`src/rtl/dc_pkg.sv`:
```
package dc_pkg;
    typedef enum logic [1:0] {
        SEEK_ABS = 2'd0,
        SEEK_IN  = 2'd1,
        SEEK_OUT = 2'd2
    } seek_kind_e;

    typedef enum logic [1:0] {
        ST_IDLE = 2'd0,
        ST_MOVE = 2'd1,
        ST_DONE = 2'd2
    } trk_state_e;

    localparam logic [7:0] SENSE_SEEK_END = 8'h20;
    localparam logic [7:0] SENSE_NONE     = 8'h80;
endpackage

```
`src/rtl/dc_target_calc.sv`:
```
module dc_target_calc #(
    parameter int CYL_W   = 8,
    parameter int MAX_CYL = 79
) (
    input  logic [1:0]       kind,
    input  logic [CYL_W-1:0] cur,
    input  logic [CYL_W-1:0] arg,
    output logic [CYL_W-1:0] tgt
);
    import dc_pkg::*;
    localparam logic [CYL_W-1:0] MAX_C = CYL_W'(MAX_CYL);

    logic [CYL_W:0] sum;
    assign sum = {1'b0, cur} + {1'b0, arg};

    always_comb begin
        case (kind)
            SEEK_ABS: tgt = (arg > MAX_C) ? MAX_C : arg;
            SEEK_IN:  tgt = (sum > {1'b0, MAX_C}) ? MAX_C : sum[CYL_W-1:0];
            SEEK_OUT: tgt = (arg > cur) ? '0 : cur - arg;
            default:  tgt = cur;
        endcase
    end
endmodule

```
`src/rtl/dc_step_timer.sv`:
```
module dc_step_timer #(
    parameter int STEP_CYC = 8
) (
    input  logic clk,
    input  logic rst_n,
    input  logic fire,
    output logic ready
);
    localparam int TW = $clog2(STEP_CYC + 1);
    logic [TW-1:0] cnt_q;

    always_ff @(posedge clk or negedge rst_n) begin
        if (!rst_n)            cnt_q <= '0;
        else if (fire)         cnt_q <= TW'(STEP_CYC - 1);
        else if (cnt_q != '0)  cnt_q <= cnt_q - 1'b1;
    end

    assign ready = (cnt_q == '0);
endmodule

```
`src/rtl/dc_sense_pick.sv`:
```
module dc_sense_pick #(
    parameter int NUM_DRIVES = 4,
    parameter int DRV_W      = 2
) (
    input  logic [NUM_DRIVES-1:0] pend,
    output logic                  any,
    output logic [DRV_W-1:0]      idx
);
    always_comb begin
        any = 1'b0;
        idx = '0;
        for (int i = NUM_DRIVES - 1; i >= 0; i--) begin
            if (pend[i]) begin
                any = 1'b1;
                idx = DRV_W'(i);
            end
        end
    end
endmodule

```
`src/rtl/dc_track_top.sv`:
```
module dc_track_top #(
    parameter int NUM_DRIVES = 4,
    parameter int CYL_W      = 8,
    parameter int MAX_CYL    = 79,
    parameter int STEP_CYC   = 8,
    localparam int DRV_W     = (NUM_DRIVES > 1) ? $clog2(NUM_DRIVES) : 1
) (
    input  logic                  clk,
    input  logic                  rst_n,
    input  logic                  req_valid,
    input  logic [1:0]            req_kind,
    input  logic [DRV_W-1:0]      req_drive,
    input  logic [CYL_W-1:0]      req_arg,
    output logic                  busy,
    output logic                  step_pulse,
    output logic                  step_inward,
    output logic [DRV_W-1:0]      step_drive,
    input  logic [NUM_DRIVES-1:0] media_present,
    input  logic [DRV_W-1:0]      dir_drive,
    output logic                  disk_changed,
    input  logic                  sense_req,
    output logic                  sense_valid,
    output logic [7:0]            sense_status,
    output logic [CYL_W-1:0]      sense_cyl,
    output logic                  irq
);
    import dc_pkg::*;
    localparam int GW = $clog2(STEP_CYC + 1);

    trk_state_e              state_q, state_d;
    logic [DRV_W-1:0]        drv_q;
    logic [CYL_W-1:0]        tgt_q, tgt_new, cur;
    logic [CYL_W-1:0]        pcn_q [NUM_DRIVES];
    logic [NUM_DRIVES-1:0]   chg_q, pend_q;
    logic                    tmr_ready, step_fire, pick_any, accept;
    logic [DRV_W-1:0]        pick_idx;

    assign cur       = pcn_q[drv_q];
    assign accept    = (state_q == ST_IDLE) && req_valid;
    assign step_fire = (state_q == ST_MOVE) && (cur != tgt_q) && tmr_ready;

    dc_target_calc #(.CYL_W(CYL_W), .MAX_CYL(MAX_CYL)) u_calc (
        .kind(req_kind), .cur(pcn_q[req_drive]), .arg(req_arg), .tgt(tgt_new)
    );

    dc_step_timer #(.STEP_CYC(STEP_CYC)) u_tmr (
        .clk(clk), .rst_n(rst_n), .fire(step_fire), .ready(tmr_ready)
    );

    dc_sense_pick #(.NUM_DRIVES(NUM_DRIVES), .DRV_W(DRV_W)) u_pick (
        .pend(pend_q), .any(pick_any), .idx(pick_idx)
    );

    // state register
    always_ff @(posedge clk or negedge rst_n) begin
        if (!rst_n) state_q <= ST_IDLE;
        else        state_q <= state_d;
    end

    // next state
    always_comb begin
        state_d = state_q;
        unique case (state_q)
            ST_IDLE: if (req_valid) state_d = ST_MOVE;
            ST_MOVE: if (cur == tgt_q) state_d = ST_DONE;
            ST_DONE: state_d = ST_IDLE;
            default: state_d = ST_IDLE;
        endcase
    end

    // request latch
    always_ff @(posedge clk or negedge rst_n) begin
        if (!rst_n) begin
            drv_q <= '0;
            tgt_q <= '0;
        end else if (accept) begin
            drv_q <= req_drive;
            tgt_q <= tgt_new;
        end
    end

    // per-drive position, change flag and pending bit
    for (genvar i = 0; i < NUM_DRIVES; i++) begin : g_drv
        logic here;
        assign here = (drv_q == DRV_W'(i));

        always_ff @(posedge clk or negedge rst_n) begin
            if (!rst_n) begin
                pcn_q[i]  <= '0;
                chg_q[i]  <= 1'b1;
                pend_q[i] <= 1'b0;
            end else begin
                if (step_fire && here)
                    pcn_q[i] <= (tgt_q > pcn_q[i]) ? pcn_q[i] + 1'b1 : pcn_q[i] - 1'b1;
                if (!media_present[i])
                    chg_q[i] <= 1'b1;
                else if (step_fire && here)
                    chg_q[i] <= 1'b0;
                if (state_q == ST_DONE && here)
                    pend_q[i] <= 1'b1;
                else if (sense_req && pick_any && pick_idx == DRV_W'(i))
                    pend_q[i] <= 1'b0;
            end
        end


        flag_clear_chk: assert property (@(posedge clk) disable iff (!rst_n)
            $fell(chg_q[i]) |-> $past(step_fire && here && media_present[i]));

        eject_flag_chk: assert property (@(posedge clk) disable iff (!rst_n)
            $fell(media_present[i]) |=> chg_q[i]);

        pcn_range_chk: assert property (@(posedge clk) disable iff (!rst_n)
            pcn_q[i] <= CYL_W'(MAX_CYL));
    end

    // sense response
    always_ff @(posedge clk or negedge rst_n) begin
        if (!rst_n) begin
            sense_valid  <= 1'b0;
            sense_status <= '0;
            sense_cyl    <= '0;
        end else begin
            sense_valid <= sense_req;
            if (sense_req) begin
                if (pick_any) begin
                    sense_status <= SENSE_SEEK_END | 8'(pick_idx);
                    sense_cyl    <= pcn_q[pick_idx];
                end else begin
                    sense_status <= SENSE_NONE;
                    sense_cyl    <= '0;
                end
            end
        end
    end

    assign busy         = (state_q != ST_IDLE);
    assign step_pulse   = step_fire;
    assign step_inward  = (tgt_q > cur);
    assign step_drive   = drv_q;
    assign disk_changed = chg_q[dir_drive];
    assign irq          = |pend_q;

    // spacing monitor for the step interval
    logic [GW-1:0] gap_q;
    always_ff @(posedge clk or negedge rst_n) begin
        if (!rst_n)                       gap_q <= GW'(STEP_CYC);
        else if (step_fire)               gap_q <= GW'(1);
        else if (gap_q < GW'(STEP_CYC))   gap_q <= gap_q + 1'b1;
    end


    step_gap_chk: assert property (@(posedge clk) disable iff (!rst_n)
        step_pulse |-> gap_q >= GW'(STEP_CYC));

    sense_none_chk: assert property (@(posedge clk) disable iff (!rst_n)
        (sense_req && pend_q == '0) |=> (sense_valid && sense_status == SENSE_NONE));

    done_irq_chk: assert property (@(posedge clk) disable iff (!rst_n)
        (state_q == ST_DONE && !sense_req) |=> irq);
endmodule

```
`config.mk`:
```
export PLATFORM = sky130hd
export DESIGN_NAME = dc_track_top
export DESIGN_NICKNAME = d
export VERILOG_FILES = /design/src/rtl/dc_pkg.sv /design/src/rtl/dc_target_calc.sv /design/src/rtl/dc_step_timer.sv /design/src/rtl/dc_sense_pick.sv /design/src/rtl/dc_track_top.sv
export SDC_FILE = /design/constraint.sdc
export NUM_CORES = 1
export LEC_CHECK = 0
export BUFFER_PORTS_ARGS = -buffer_cell sky130_fd_sc_hd__buf_2
export CORE_ASPECT_RATIO = 1.1
export CORE_MARGIN = 4
export CORE_UTILIZATION = 25
export DETAILED_ROUTE_END_ITERATION = 8
export HOLD_SLACK_MARGIN = 0.02
export SETUP_SLACK_MARGIN = 0.1
export SKIP_LAST_GASP = 1
export SLEW_MARGIN = 20
export SYNTH_ARGS = -nofsm -noshare
export SYNTH_HDL_FRONTEND = slang
export SYNTH_SLANG_ARGS = --single-unit
```
`constraint.sdc`:
```
create_clock -name clk -period 6.66 [get_ports clk]
set_clock_uncertainty 0.05 [all_clocks]
set_input_delay 0.333 -clock clk [delete_from_list [all_inputs] [get_ports clk]]
set_output_delay 0.333 -clock clk [all_outputs]
set_load 0.03 [all_outputs]
```
==> impl_metrics.py <==
metrics = {
    "run_status": {
        "status": "complete, no violations",
    },
    "worst_setup_path": {
        "r2r-start": "step_drive[0]",
        "reg2reg_depth": 9,
        "path_class": "flop to flop",
        "worstSetupEndpoint": "pcn_q[17]",
        "cp-end-kind": "flop",
        "path_depth": 9,
        "crit_chain": "mux4_2 -> inv_1 -> ha_1 -> nand4_1 -> or2_1 -> nand3b_1 -> nor2_1 -> nand3_1 -> mux2_2",
        "critPathMaxFanout": 19,
        "critPathLaunchType": "flop",
        "crit_slowest_cell": "dfrtp_1",
        "crit_start": "step_drive[0]",
        "critical_path_required_ns": 6.83,
        "crit_family": "simple AND/OR/NAND/NOR gates",
        "max_stage_delay_ns": 0.88,
        "arrival_ns": 4.04,
        "reg2reg_to": "pcn_q[17]",
        "crit_buf_inv": 1,
        "regToRegSetupSlack_ns": 2.79,
    },
    "clock_tree": {
        "cts.repair.resized": 0,
        "insertion_delay_ns": 0.34,
        "cts_buffers": 9,
        "ctsHoldBuffers": 0,
        "clkTransAtPathRegs_ns": 0.06,
        "clockBufferDepth": 2,
        "htree_levels": 3,
        "cts_sinks": 69,
        "clockRootBuffer": "clkbuf_16",
        "post_cts_buffers": 0,
        "cts_tree": "built",
    },
    "floorplanning": {
        "die_w_um": 161,
        "rows": 61,
        "ios": 46,
        "die-height_um": 176,
        "core_area_um2": 25300,
        "initial_core_util": 0.254,
        "die-area_um2": 28300,
    },
    "global_routing": {
        "antenna_found_initial": 1,
        "grt_pass1_wl_um": 28000,
        "gr-total-overflow": 0,
        "first_global_vias": 5364,
        "grt_max_degree": 70,
        "grt_usage": 0.123,
    },
    "place": {
        "gp_congestion": 0.874,
        "numPortBuffers": 41,
        "dp_hpwl_um": 13300,
    },
    "route": {
        "wl_per_cell_um": 15.9,
        "drcViolationCount": 0,
        "antenna_left": 0,
        "viasPerCell": 4.94,
        "routed_wirelength_um": 17200,
        "vias": 5359,
        "drt_iter0_markers": 338,
        "first_pass_iters": 5,
    },
    "cells_and_area": {
        "fillCellCount": 2665,
        "drive_above_1_share": 0.149,
        "synthToLayoutAreaGrowth_pct": 13.4,
        "post-route-util": 0.288,
        "finalNetCount": 843,
    },
    "hold_path": {
        "worstHoldStart": "media_present[2]",
        "hp-class": "primary input to flop",
    },
    "sta": {
        "rsz0062_at_grt": "no",
        "post-route-min-period_ns": 3.87,
        "report.final.slew_viol_count": 0,
        "tightest_slew_ns": 0.929,
        "fmax_mhz": 259,
        "finalSetupViolations": 0,
        "setup_tns_ns": 0,
        "period_share": 0.581,
        "final_hold_viol_count": 0,
        "slew_headroom": 0.380,
    },
    "yosys": {
        "yosys_most_used_dff": "dfrtp_1",
        "synth_cell_types": 75,
        "syn_area_per_cell_um2": 9.23,
        "yosys_warnings": 0,
        "syn-instance-count": 696,
        "syn_area_um2": 6420,
        "synth_seq_cells": 69,
        "synth-edff-count": 0,
        "synth_seq_area_share": 0.270,
        "synthArstFlopShare": 1.00,
    },
    "run": {
        "drv_cap": 0,
    },
}
[registers in the layout, summed over array words and instances (netlist names)]
register / count
u_tmr.cnt_q: 4
step_drive: 2
sense_status: 4
state_q: 2
sense_valid: 1
pend_q: 4
chg_q: 4
tgt_q: 8
pcn_q: 32
sense_cyl: 8
[worst min-delay path by stage]
stage / end / slack, ns / cells past startpoint
6_report: chg_q[2] / 0.06 / 2
3_3_place_gp: chg_q[2] / 0.40 / 2
4_1_cts: chg_q[2] / 0.05 / 2
2_1_floorplan: pcn_q[0] / -0.01 / 0
3_5_place_dp: chg_q[2] / 0.41 / 2
5_1_grt: chg_q[2] / 0.05 / 2
[layout by cell type (no fill, tap or decap), types with 5 or more instances in the layout]
cell type | Yosys | routed
inv_1 | 86 | 86
ha_1 | 83 | 83
dfrtp_1 | 65 | 65
nand2_1 | 54 | 54
a21oi_1 | 44 | 44
o21ai_0 | 41 | 41
buf_2 | 1 | 41
xnor2_1 | 29 | 29
nor2_1 | 28 | 28
mux4_2 | 25 | 25
nand3_1 | 15 | 15
nor3_1 | 15 | 15
o21ai_1 | 13 | 13
a21o_1 | 10 | 10
o2bb2ai_1 | 9 | 9
clkbuf_16 | 0 | 9
nand4_1 | 8 | 8
nor2b_1 | 8 | 8
and3_1 | 8 | 8
xor2_1 | 8 | 8
o21a_1 | 7 | 7
o211ai_1 | 7 | 7
a31oi_1 | 7 | 7
o221ai_1 | 6 | 6
or3_1 | 6 | 6
fa_1 | 6 | 6
or2_2 | 5 | 5
o21bai_1 | 5 | 5
[cell families after synthesis]
family,synth area share
AOI/OAI and AO/OA,0.193
xor gates and xnor gates,0.0505
adders and majority gates,0.180
buffers and inverters,0.0680
DFF,0.270
muxes,0.105
other,0.000584
and+or+nand+nor,0.132
[cell type report]
cell class	instances	area, um^2	share of cell area
clock buffer	9	225	0.0309
tap	346	433	0.0595
timing repair buffer	43	220	0.0303
clock inverter	7	72.6	0.00997
inverter	88	330	0.0454
antenna	1	2.50	0.000344
multi-input combinational	521	4260	0.586
sequential	69	1730	0.238
[worst reg2reg max path, delay by kind of cell, from the launching register on]
kind	cells	cell delay, ns
buffers and inverters	1	0.07
flip-flops	1	0.88
multiplexers	2	1.06
AND/OR/NAND/NOR	5	1.43
adder cells (fa/ha/maj)	1	0.25
[through the flow]
stage | area [um^2] | instances | hold WS [ns] | worst slack [ns]
after floorplan | 6430 | 699 | -0.0126 | 2.58
after global placement | 6980 | 1067 | 0.399 | 2.78
after detailed placement | 6980 | 1067 | 0.407 | 2.80
after CTS | 7280 | 1083 | 0.0464 | 2.78
after global routing | 7280 | 1084 | 0.0485 | 2.49
final | 7280 | 1084 | 0.0577 | 2.79
[synth_stat cells (3+ instances only)]
library cell | n | area (um^2)
mux2i_1 | 4 | 40.0
dfstp_2 | 4 | 105
nand3b_1 | 3 | 22.5
o22ai_1 | 4 | 25.0
clkbuf_1 | 14 | 52.6
mux2_2 | 4 | 45.0
nand2_1 | 54 | 203
inv_1 | 86 | 323
fa_1 | 6 | 120
o211ai_1 | 7 | 52.6
o21ai_0 | 41 | 205
mux4_2 | 25 | 563
o21bai_1 | 5 | 37.5
a21o_1 | 10 | 75.1
o2bb2ai_1 | 9 | 78.8
and3_1 | 8 | 50.1
nand2b_1 | 3 | 18.8
o21a_1 | 7 | 52.6
xnor2_1 | 29 | 254
o21ai_1 | 13 | 65.1
or2_2 | 5 | 31.3
or3_1 | 6 | 37.5
nand4_1 | 8 | 50.1
a21oi_1 | 44 | 220
nor2b_1 | 8 | 50.1
a311o_1 | 3 | 30.0
nand3_1 | 15 | 75.1
buf_4 | 5 | 37.5
a31oi_1 | 7 | 43.8
a211o_1 | 3 | 26.3
a211oi_1 | 3 | 22.5
nor4_1 | 3 | 18.8
dfrtp_1 | 65 | 1630
and2_1 | 4 | 25.0
nor2_1 | 28 | 105
xor2_1 | 8 | 70.1
ha_1 | 83 | 1040
nor3_1 | 15 | 75.1
o221ai_1 | 6 | 52.6
[layer usage]
metal  routed length (um)  GRT usage  vias up  part of all wire
met5                    0          0        -                 0
met4                  722     0.0629        0             0.042
met3                  750     0.0177       52             0.044
met2                 8540      0.214      125              0.50
met1                 7170      0.149     2604              0.42
li1                     -          -     2578                 -
Power is not shown: default switching activity piles up to over one toggle a cycle in this logic, so the estimate is an artifact.
